`src/rtl/rx_compare_halt_pkg.sv`:
```
// Shared types for the receive compare controller.
// Assumes the status word is four bits per lane.
package rx_compare_halt_pkg;

    typedef enum logic [1:0] {
        ST_IDLE  = 2'd0,
        ST_ARMED = 2'd1,
        ST_RUN   = 2'd2,
        ST_HALT  = 2'd3
    } run_state_t;

    localparam int LANE_STAT_W = 4;

endpackage

```
`src/rtl/rx_compare_pipe.sv`:
```
// Word pipeline: accept register (drives capture and reference ports),
// alignment stage (waits for reference data), compare stage (decision).
// Assumes the reference RAM returns data one clock after ref_addr.
module rx_compare_pipe
    import rx_compare_halt_pkg::*;
#(
    parameter int DATA_W = 32,
    parameter int ADDR_W = 14,
    parameter int LANES  = 4
) (
    input  logic                         clk,
    input  logic                         rst_n,
    input  logic                         go,
    input  logic                         acc,
    input  logic [ADDR_W-1:0]            acc_addr,
    input  logic                         acc_last,
    input  logic [DATA_W-1:0]            rx_data,
    input  logic [LANES-1:0]             rx_err,
    input  logic [LANES-1:0]             rx_idle,
    input  logic [LANES-1:0]             rx_kch,
    input  logic [DATA_W-1:0]            ref_rdata,
    output logic [ADDR_W-1:0]            ref_addr,
    output logic                         cap_we,
    output logic [ADDR_W-1:0]            cap_addr,
    output logic [DATA_W-1:0]            cap_wdata,
    output logic [LANES*LANE_STAT_W-1:0] cur_link,
    output logic                         dec_valid,
    output logic                         dec_mis,
    output logic                         dec_lerr,
    output logic                         dec_last,
    output logic [LANES*LANE_STAT_W-1:0] dec_link
);
    localparam int LINK_W = LANES * LANE_STAT_W;

    logic              s1_v, s1_last, s1_lerr;
    logic [ADDR_W-1:0] s1_addr;
    logic [DATA_W-1:0] s1_data;
    logic [LINK_W-1:0] s1_link;
    logic              s2_v, s2_last, s2_lerr;
    logic [DATA_W-1:0] s2_data;
    logic [LINK_W-1:0] s2_link;
    logic              s3_v, s3_mis, s3_last, s3_lerr;
    logic [LINK_W-1:0] s3_link;

    // Pack the lane indications into one nibble per lane.
    for (genvar i = 0; i < LANES; i++) begin : g_pack
        assign cur_link[i*LANE_STAT_W +: LANE_STAT_W] = {1'b0, rx_kch[i], rx_idle[i], rx_err[i]};
    end

    // Accept stage: register the incoming word with its address.
    always_ff @(posedge clk) begin
        if (!rst_n) begin
            s1_v <= 1'b0; s1_last <= 1'b0; s1_lerr <= 1'b0;
            s1_addr <= '0; s1_data <= '0; s1_link <= '0;
        end else begin
            s1_v    <= acc;
            s1_last <= acc_last;
            s1_lerr <= |rx_err;
            s1_addr <= acc_addr;
            s1_data <= rx_data;
            s1_link <= cur_link;
        end
    end

    // Alignment and compare stages; a low go flushes words in flight.
    always_ff @(posedge clk) begin
        if (!rst_n) begin
            s2_v <= 1'b0; s2_last <= 1'b0; s2_lerr <= 1'b0; s2_data <= '0; s2_link <= '0;
            s3_v <= 1'b0; s3_mis <= 1'b0; s3_last <= 1'b0; s3_lerr <= 1'b0; s3_link <= '0;
        end else begin
            s2_v    <= s1_v & go;
            s2_last <= s1_last;
            s2_lerr <= s1_lerr;
            s2_data <= s1_data;
            s2_link <= s1_link;
            s3_v    <= s2_v & go;
            s3_mis  <= (s2_data != ref_rdata);
            s3_last <= s2_last;
            s3_lerr <= s2_lerr;
            s3_link <= s2_link;
        end
    end

    assign ref_addr  = s1_addr;
    assign cap_we    = s1_v;
    assign cap_addr  = s1_addr;
    assign cap_wdata = s1_data;
    assign dec_valid = s3_v;
    assign dec_mis   = s3_mis;
    assign dec_lerr  = s3_lerr;
    assign dec_last  = s3_last;
    assign dec_link  = s3_link;
endmodule

```
`src/rtl/rx_compare_ctrl.sv`:
```
// Run control: arming on a rising go, start on the first all-data word,
// address counter, halt decision and stop flags.
// Assumes the decision inputs come from a registered compare stage.
module rx_compare_ctrl
    import rx_compare_halt_pkg::*;
#(
    parameter int ADDR_W = 14
) (
    input  logic              clk,
    input  logic              rst_n,
    input  logic              go,
    input  logic              all_data,
    input  logic              cfg_mismatch_stop,
    input  logic              cfg_link_stop,
    input  logic              cfg_one_shot,
    input  logic              dec_valid,
    input  logic              dec_mis,
    input  logic              dec_lerr,
    input  logic              dec_last,
    output logic              acc,
    output logic [ADDR_W-1:0] acc_addr,
    output logic              acc_last,
    output logic              running,
    output logic [ADDR_W-1:0] cnt,
    output logic              stop_flag,
    output logic              done_flag
);
    run_state_t state;
    logic       go_q, filled, err_hit, fin;

    // Accept decision and halt causes for the current cycle.
    always_comb begin
        acc      = go && ((state == ST_RUN && !(cfg_one_shot && filled)) ||
                          (state == ST_ARMED && all_data));
        acc_last = cfg_one_shot && (&cnt);
        err_hit  = dec_valid && ((dec_mis && cfg_mismatch_stop) || (dec_lerr && cfg_link_stop));
        fin      = dec_valid && dec_last;
    end

    // State, counter and flag registers.
    always_ff @(posedge clk) begin
        if (!rst_n) begin
            state <= ST_IDLE; go_q <= 1'b0; cnt <= '0;
            filled <= 1'b0; stop_flag <= 1'b0; done_flag <= 1'b0;
        end else begin
            go_q <= go;
            if (!go) begin
                state <= ST_IDLE;
            end else begin
                case (state)
                    ST_IDLE: if (!go_q) begin
                        state <= ST_ARMED; cnt <= '0; filled <= 1'b0;
                        stop_flag <= 1'b0; done_flag <= 1'b0;
                    end
                    ST_ARMED: if (all_data) begin
                        state <= ST_RUN; cnt <= cnt + 1'b1;
                        if (acc_last) filled <= 1'b1;
                    end
                    ST_RUN: begin
                        cnt <= cnt + 1'b1;
                        if (acc && acc_last) filled <= 1'b1;
                        if (err_hit || fin) begin
                            state     <= ST_HALT;
                            stop_flag <= 1'b1;
                            done_flag <= fin && !err_hit;
                        end
                    end
                    default: ;
                endcase
            end
        end
    end

    assign acc_addr = cnt;
    assign running  = (state == ST_RUN);
endmodule

```
`src/rtl/rx_compare_status.sv`:
```
// Status words: live or frozen lane status, counter and flag word.
// Assumes ADDR_W is at most the status width.
module rx_compare_status
    import rx_compare_halt_pkg::*;
#(
    parameter int ADDR_W = 14,
    parameter int LANES  = 4,
    parameter int STAT_W = 16
) (
    input  logic                         clk,
    input  logic                         rst_n,
    input  logic                         go,
    input  logic                         cfg_live_status,
    input  logic                         running,
    input  logic                         dec_valid,
    input  logic [LANES*LANE_STAT_W-1:0] dec_link,
    input  logic [LANES*LANE_STAT_W-1:0] cur_link,
    input  logic [ADDR_W-1:0]            cnt,
    input  logic                         stop_flag,
    input  logic                         done_flag,
    output logic [LANES*LANE_STAT_W-1:0] stat_link,
    output logic [STAT_W-1:0]            stat_count,
    output logic [STAT_W-1:0]            stat_flags
);
    localparam int LINK_W   = LANES * LANE_STAT_W;
    localparam int STOP_BIT = 8;
    localparam int DONE_BIT = 11;

    logic [LINK_W-1:0] live_q, held_q;

    // Live copy every cycle; held copy only while judging words.
    always_ff @(posedge clk) begin
        if (!rst_n) begin
            live_q <= '0;
            held_q <= '0;
        end else begin
            live_q <= cur_link;
            if (go && running && dec_valid) held_q <= dec_link;
        end
    end

    // Output selection and flag word assembly.
    always_comb begin
        stat_link            = cfg_live_status ? live_q : held_q;
        stat_count           = STAT_W'(cnt);
        stat_flags           = '0;
        stat_flags[STOP_BIT] = stop_flag;
        stat_flags[DONE_BIT] = done_flag;
    end
endmodule

```
`src/rtl/rx_compare_halt.sv`:
```
// Top: receive compare and error-halt controller.
// Assumes external capture and reference RAMs with one-cycle read latency.
module rx_compare_halt
    import rx_compare_halt_pkg::*;
#(
    parameter int DATA_W = 32,
    parameter int ADDR_W = 14,
    parameter int LANES  = 4,
    parameter int STAT_W = 16
) (
    input  logic                         clk,
    input  logic                         rst_n,
    input  logic                         go,
    input  logic                         cfg_mismatch_stop,
    input  logic                         cfg_link_stop,
    input  logic                         cfg_one_shot,
    input  logic                         cfg_live_status,
    input  logic [DATA_W-1:0]            rx_data,
    input  logic [LANES-1:0]             rx_err,
    input  logic [LANES-1:0]             rx_idle,
    input  logic [LANES-1:0]             rx_kch,
    output logic [ADDR_W-1:0]            ref_addr,
    input  logic [DATA_W-1:0]            ref_rdata,
    output logic                         cap_we,
    output logic [ADDR_W-1:0]            cap_addr,
    output logic [DATA_W-1:0]            cap_wdata,
    output logic [LANES*LANE_STAT_W-1:0] stat_link,
    output logic [STAT_W-1:0]            stat_count,
    output logic [STAT_W-1:0]            stat_flags
);
    localparam int LINK_W = LANES * LANE_STAT_W;

    logic              acc, acc_last, running, stop_flag, done_flag;
    logic [ADDR_W-1:0] acc_addr, cnt;
    logic              dec_valid, dec_mis, dec_lerr, dec_last;
    logic [LINK_W-1:0] dec_link, cur_link;

    rx_compare_ctrl #(.ADDR_W(ADDR_W)) u_ctrl (
        .clk(clk), .rst_n(rst_n), .go(go), .all_data(rx_idle == '0),
        .cfg_mismatch_stop(cfg_mismatch_stop), .cfg_link_stop(cfg_link_stop),
        .cfg_one_shot(cfg_one_shot), .dec_valid(dec_valid), .dec_mis(dec_mis),
        .dec_lerr(dec_lerr), .dec_last(dec_last), .acc(acc), .acc_addr(acc_addr),
        .acc_last(acc_last), .running(running), .cnt(cnt),
        .stop_flag(stop_flag), .done_flag(done_flag)
    );

    rx_compare_pipe #(.DATA_W(DATA_W), .ADDR_W(ADDR_W), .LANES(LANES)) u_pipe (
        .clk(clk), .rst_n(rst_n), .go(go), .acc(acc), .acc_addr(acc_addr),
        .acc_last(acc_last), .rx_data(rx_data), .rx_err(rx_err), .rx_idle(rx_idle),
        .rx_kch(rx_kch), .ref_rdata(ref_rdata), .ref_addr(ref_addr), .cap_we(cap_we),
        .cap_addr(cap_addr), .cap_wdata(cap_wdata), .cur_link(cur_link),
        .dec_valid(dec_valid), .dec_mis(dec_mis), .dec_lerr(dec_lerr),
        .dec_last(dec_last), .dec_link(dec_link)
    );

    rx_compare_status #(.ADDR_W(ADDR_W), .LANES(LANES), .STAT_W(STAT_W)) u_stat (
        .clk(clk), .rst_n(rst_n), .go(go), .cfg_live_status(cfg_live_status),
        .running(running), .dec_valid(dec_valid), .dec_link(dec_link),
        .cur_link(cur_link), .cnt(cnt), .stop_flag(stop_flag), .done_flag(done_flag),
        .stat_link(stat_link), .stat_count(stat_count), .stat_flags(stat_flags)
    );
endmodule

```
`config.mk`:
```
export PLATFORM = sky130hd
export DESIGN_NAME = rx_compare_halt
export DESIGN_NICKNAME = d
export VERILOG_FILES = /design/src/rtl/rx_compare_halt_pkg.sv /design/src/rtl/rx_compare_pipe.sv /design/src/rtl/rx_compare_ctrl.sv /design/src/rtl/rx_compare_status.sv /design/src/rtl/rx_compare_halt.sv
export SDC_FILE = /design/constraint.sdc
export NUM_CORES = 1
export LEC_CHECK = 0
export BUFFER_PORTS_ARGS = -buffer_cell sky130_fd_sc_hd__buf_2
export CORE_ASPECT_RATIO = 0.6
export CORE_MARGIN = 3
export CORE_UTILIZATION = 40
export CTS_CLUSTER_SIZE = 25
export DETAILED_ROUTE_END_ITERATION = 8
export PLACE_DENSITY_LB_ADDON = 0.3
export SLEW_MARGIN = 25
export SYNTH_ARGS = -nofsm -noshare
export SYNTH_HDL_FRONTEND = slang
export SYNTH_SLANG_ARGS = --single-unit
```
`constraint.sdc`:
```
create_clock -name clk -period 2.4 [get_ports clk]
set_clock_uncertainty 0.2 [all_clocks]
set_input_delay 0.24 -clock clk [delete_from_list [all_inputs] [get_ports clk]]
set_output_delay 0.24 -clock clk [all_outputs]
set_load 0.03 [all_outputs]
```
==> results.ini <==
[layout]
final_nets=833
final_area_mm2=0.00759
final_cells=944
syn_to_final_growth_pct=35.5
diodes=0
nFillCells=1130
drive_gt1_share_pct=31.4

[global_route]
grt_start_max_net_pins=74
grt-ovfl-total=0
grt_pass1_wl_um=21600
track_usage_pct=17.1
grt_pass1_vias=4324
antenna_found_initial=2

[clocking]
cts_tree=built
clock_latency_ns=0.40
h-tree-depth=4
cts_sinks=156
cts_buffers=17
clkTransAtPathRegs_ns=0.07
cts_buffer_depth=2
root_buffer=clkbuf_16

[min_path]
worstHoldStart=rst_n
hp-class=in -> reg

[timing]
fin_crit_ns=2.35
slew_headroom_pct=63.9
tightestPinTransition_ns=0.538
fmax_mhz=425
period_share_pct=98.1
slew_violations=0
setup_slack_ns=0.0464
hold_viol_final=0
finalSetupTns_ns=0
finalSetupViolCount=0

[floorplan]
rows=32
pin_count=192
die_h_um=97.7
start_util_pct=42.3
die_w_um=159
coreArea_mm2=0.0133
fp.dieArea_mm2=0.0155

[route]
wl_met2_um=6040
top_layer=met5
routed_via_density=4.50
dr.pass1.iters=4
wire_per_inst_um=14.2
wl_um=13400
drt_iter0_markers=154
vias=4248
wl_met3_um=795
m1WireLength_um=6380
drc=0
detail-route-antenna-nets=0

[critical_path]
endpoint_kind=register
worstSetupStartpointType=register
critPathKind=reg -> reg
r2r-start=u_ctrl.state[1]
cp_data_arrival_time_ns=2.50
path_max_fanout=5
worstPathRequired_ns=2.55
worstSetupStartpoint=u_ctrl.state[1]

[synthesis]
ys_seq_area_share_pct=55.7
async_flop_share_pct=0
synth_area_leaders=dfxtp_1 (56%), and2_1 (13%), xnor2_1 (5.3%), buf_4 (4.8%), mux2_2 (2.4%)
synth_area_per_cell_um2=10.4
synth.cell_area_mm2=0.00561
synth_cell_types=42
synth_top_area_cell=dfxtp_1
ys_ff_latch=156
ys_warn_count=0
synth_top_area_share_pct=55.7
ys.flop_type=dfxtp_1
synth_edf_count=0
syn_inst=538

[pwr]
p_leak_nw=3.36
peakVddDrop_mv=0.364
fin_total_pwr_mw=5.93
powerDensity_mw_per_mm2=780

[placed_design]
dp_slack_ns=-0.0451
dpl.cell_count=867
portBuffers=171
gp_congestion=0.811
placed_area_mm2=0.00651
hpwl_um=9190

[job]
timing.max_cap.violations=0

[status]
run_status=finished, final reports clean

[layout make-up]
type / count / area (um2) / share of cell area, %
timing repair buffer: 227 / 1410 / 18.6
sequential: 156 / 3130 / 41.2
tap: 187 / 234 / 3.08
multi-input combinational: 333 / 2190 / 28.9
clock inverter: 13 / 155 / 2.04
clock buffer: 19 / 443 / 5.83
inverter: 9 / 33.8 / 0.445
[flip-flops by register name, indices dropped and copies added, names as in the netlist]
register / count
u_pipe.dec_link: 12
u_stat.held_q: 12
u_pipe.s2_link: 12
u_ctrl.state: 2
u_ctrl.done_flag: 1
u_pipe.dec_mis: 1
u_pipe.s2_v: 1
u_pipe.s1_lerr: 1
u_pipe.cap_wdata: 32
u_ctrl.acc_addr: 14
u_pipe.cap_we: 1
u_pipe.dec_last: 1
u_ctrl.go_q: 1
u_ctrl.filled: 1
u_pipe.dec_lerr: 1
u_pipe.s2_last: 1
u_ctrl.stop_flag: 1
u_pipe.cap_addr: 14
u_pipe.dec_valid: 1
u_pipe.s2_data: 32
u_stat.live_q: 12
u_pipe.s1_last: 1
u_pipe.s2_lerr: 1
[where the power goes]
group          switching, mW  total, mW  internal (mW)
clock                   1.10       2.69           1.59
combinational          0.288      0.526          0.238
sequential            0.0362       2.71           2.67
[worst max-delay path: stages (launching register included)]
cell     delay [ns]
dfxtp_2        0.35
inv_1          0.09
ha_2           0.20
a21bo_4        0.24
or4_4          0.56
or4_4          0.54
a21oi_2        0.12
[cell families after synthesis]
| group | after synthesis | synth area share (%) |
|---|---|---|
| buffers and inverters | 69 | 7.05 |
| flip-flops | 156 | 55.7 |
| other | 1 | 0.0669 |
| AND/OR/NAND/NOR | 206 | 21.2 |
| adder cells (fa/ha/maj) | 6 | 1.34 |
| XOR/XNOR | 35 | 5.47 |
| multiplexers | 13 | 2.59 |
| AO/OA/AOI/OAI | 52 | 6.61 |
[cell usage in the layout, fill, tap and decap left out, types with 8 or more instances in the layout]
| cell | count |
|---|---|
| buf_2 | 168 |
| dfxtp_1 | 154 |
| and2_1 | 118 |
| dlygate4sd3_1 | 44 |
| xnor2_1 | 34 |
| nand2_1 | 33 |
| conb_1 | 20 |
| clkbuf_16 | 17 |
| a21boi_0 | 16 |
| buf_4 | 13 |
| mux2_2 | 12 |
| nand4_1 | 12 |
| inv_1 | 9 |
| a21oi_1 | 9 |
| nand3_1 | 8 |
[per-stage QoR]
| stage | utilization (%) | hold WS, ns |
|---|---|---|
| 2_1_floorplan | - | 0.162 |
| 3_3_place_gp | 49.1 | 0.215 |
| 3_5_place_dp | 49.1 | 0.219 |
| 4_1_cts | 57.1 | 0.00754 |
| 5_1_grt | 57.3 | 0.0256 |
| 6_report | 57.3 | 0.0305 |
[Yosys cell counts (8+ instances only)]
cell type	count
and2_1	118
mux2_2	12
a21boi_0	16
nand2_1	33
xnor2_1	34
dfxtp_1	156
a21oi_1	10
nand4_1	12
clkbuf_1	22
buf_4	36
inv_1	9
nand3_1	8
[routing by layer]
metal	vias to the layer above	global-route usage, %
met5	-	0
li1	2132	-
met4	4	5.58
met1	1976	22.4
met3	19	5.32
met2	117	27.0
[timing repair]
action | 4_1_cts | 5_1_grt
resized for setup | 2 | 7
hold endpoints to repair | 50 | 0
buffers inserted | 0 | 1
gates cloned | 0 | 1
hold buffers | 45 | 0
setup endpoints to repair | 4 | 4
pin swaps | 0 | 6
[path summary, 6_finish.rpt]
kind         slack, ns  depth (start not counted)             endpoint
max               0.05                          6  u_ctrl.acc_addr[11]
min               0.03                          2   u_ctrl.acc_addr[1]
max reg2reg       0.05                          6  u_ctrl.acc_addr[11]
min reg2reg       0.22                          1   u_pipe.dec_link[4]
No activity file was read; power rests on OpenSTA's default activity.
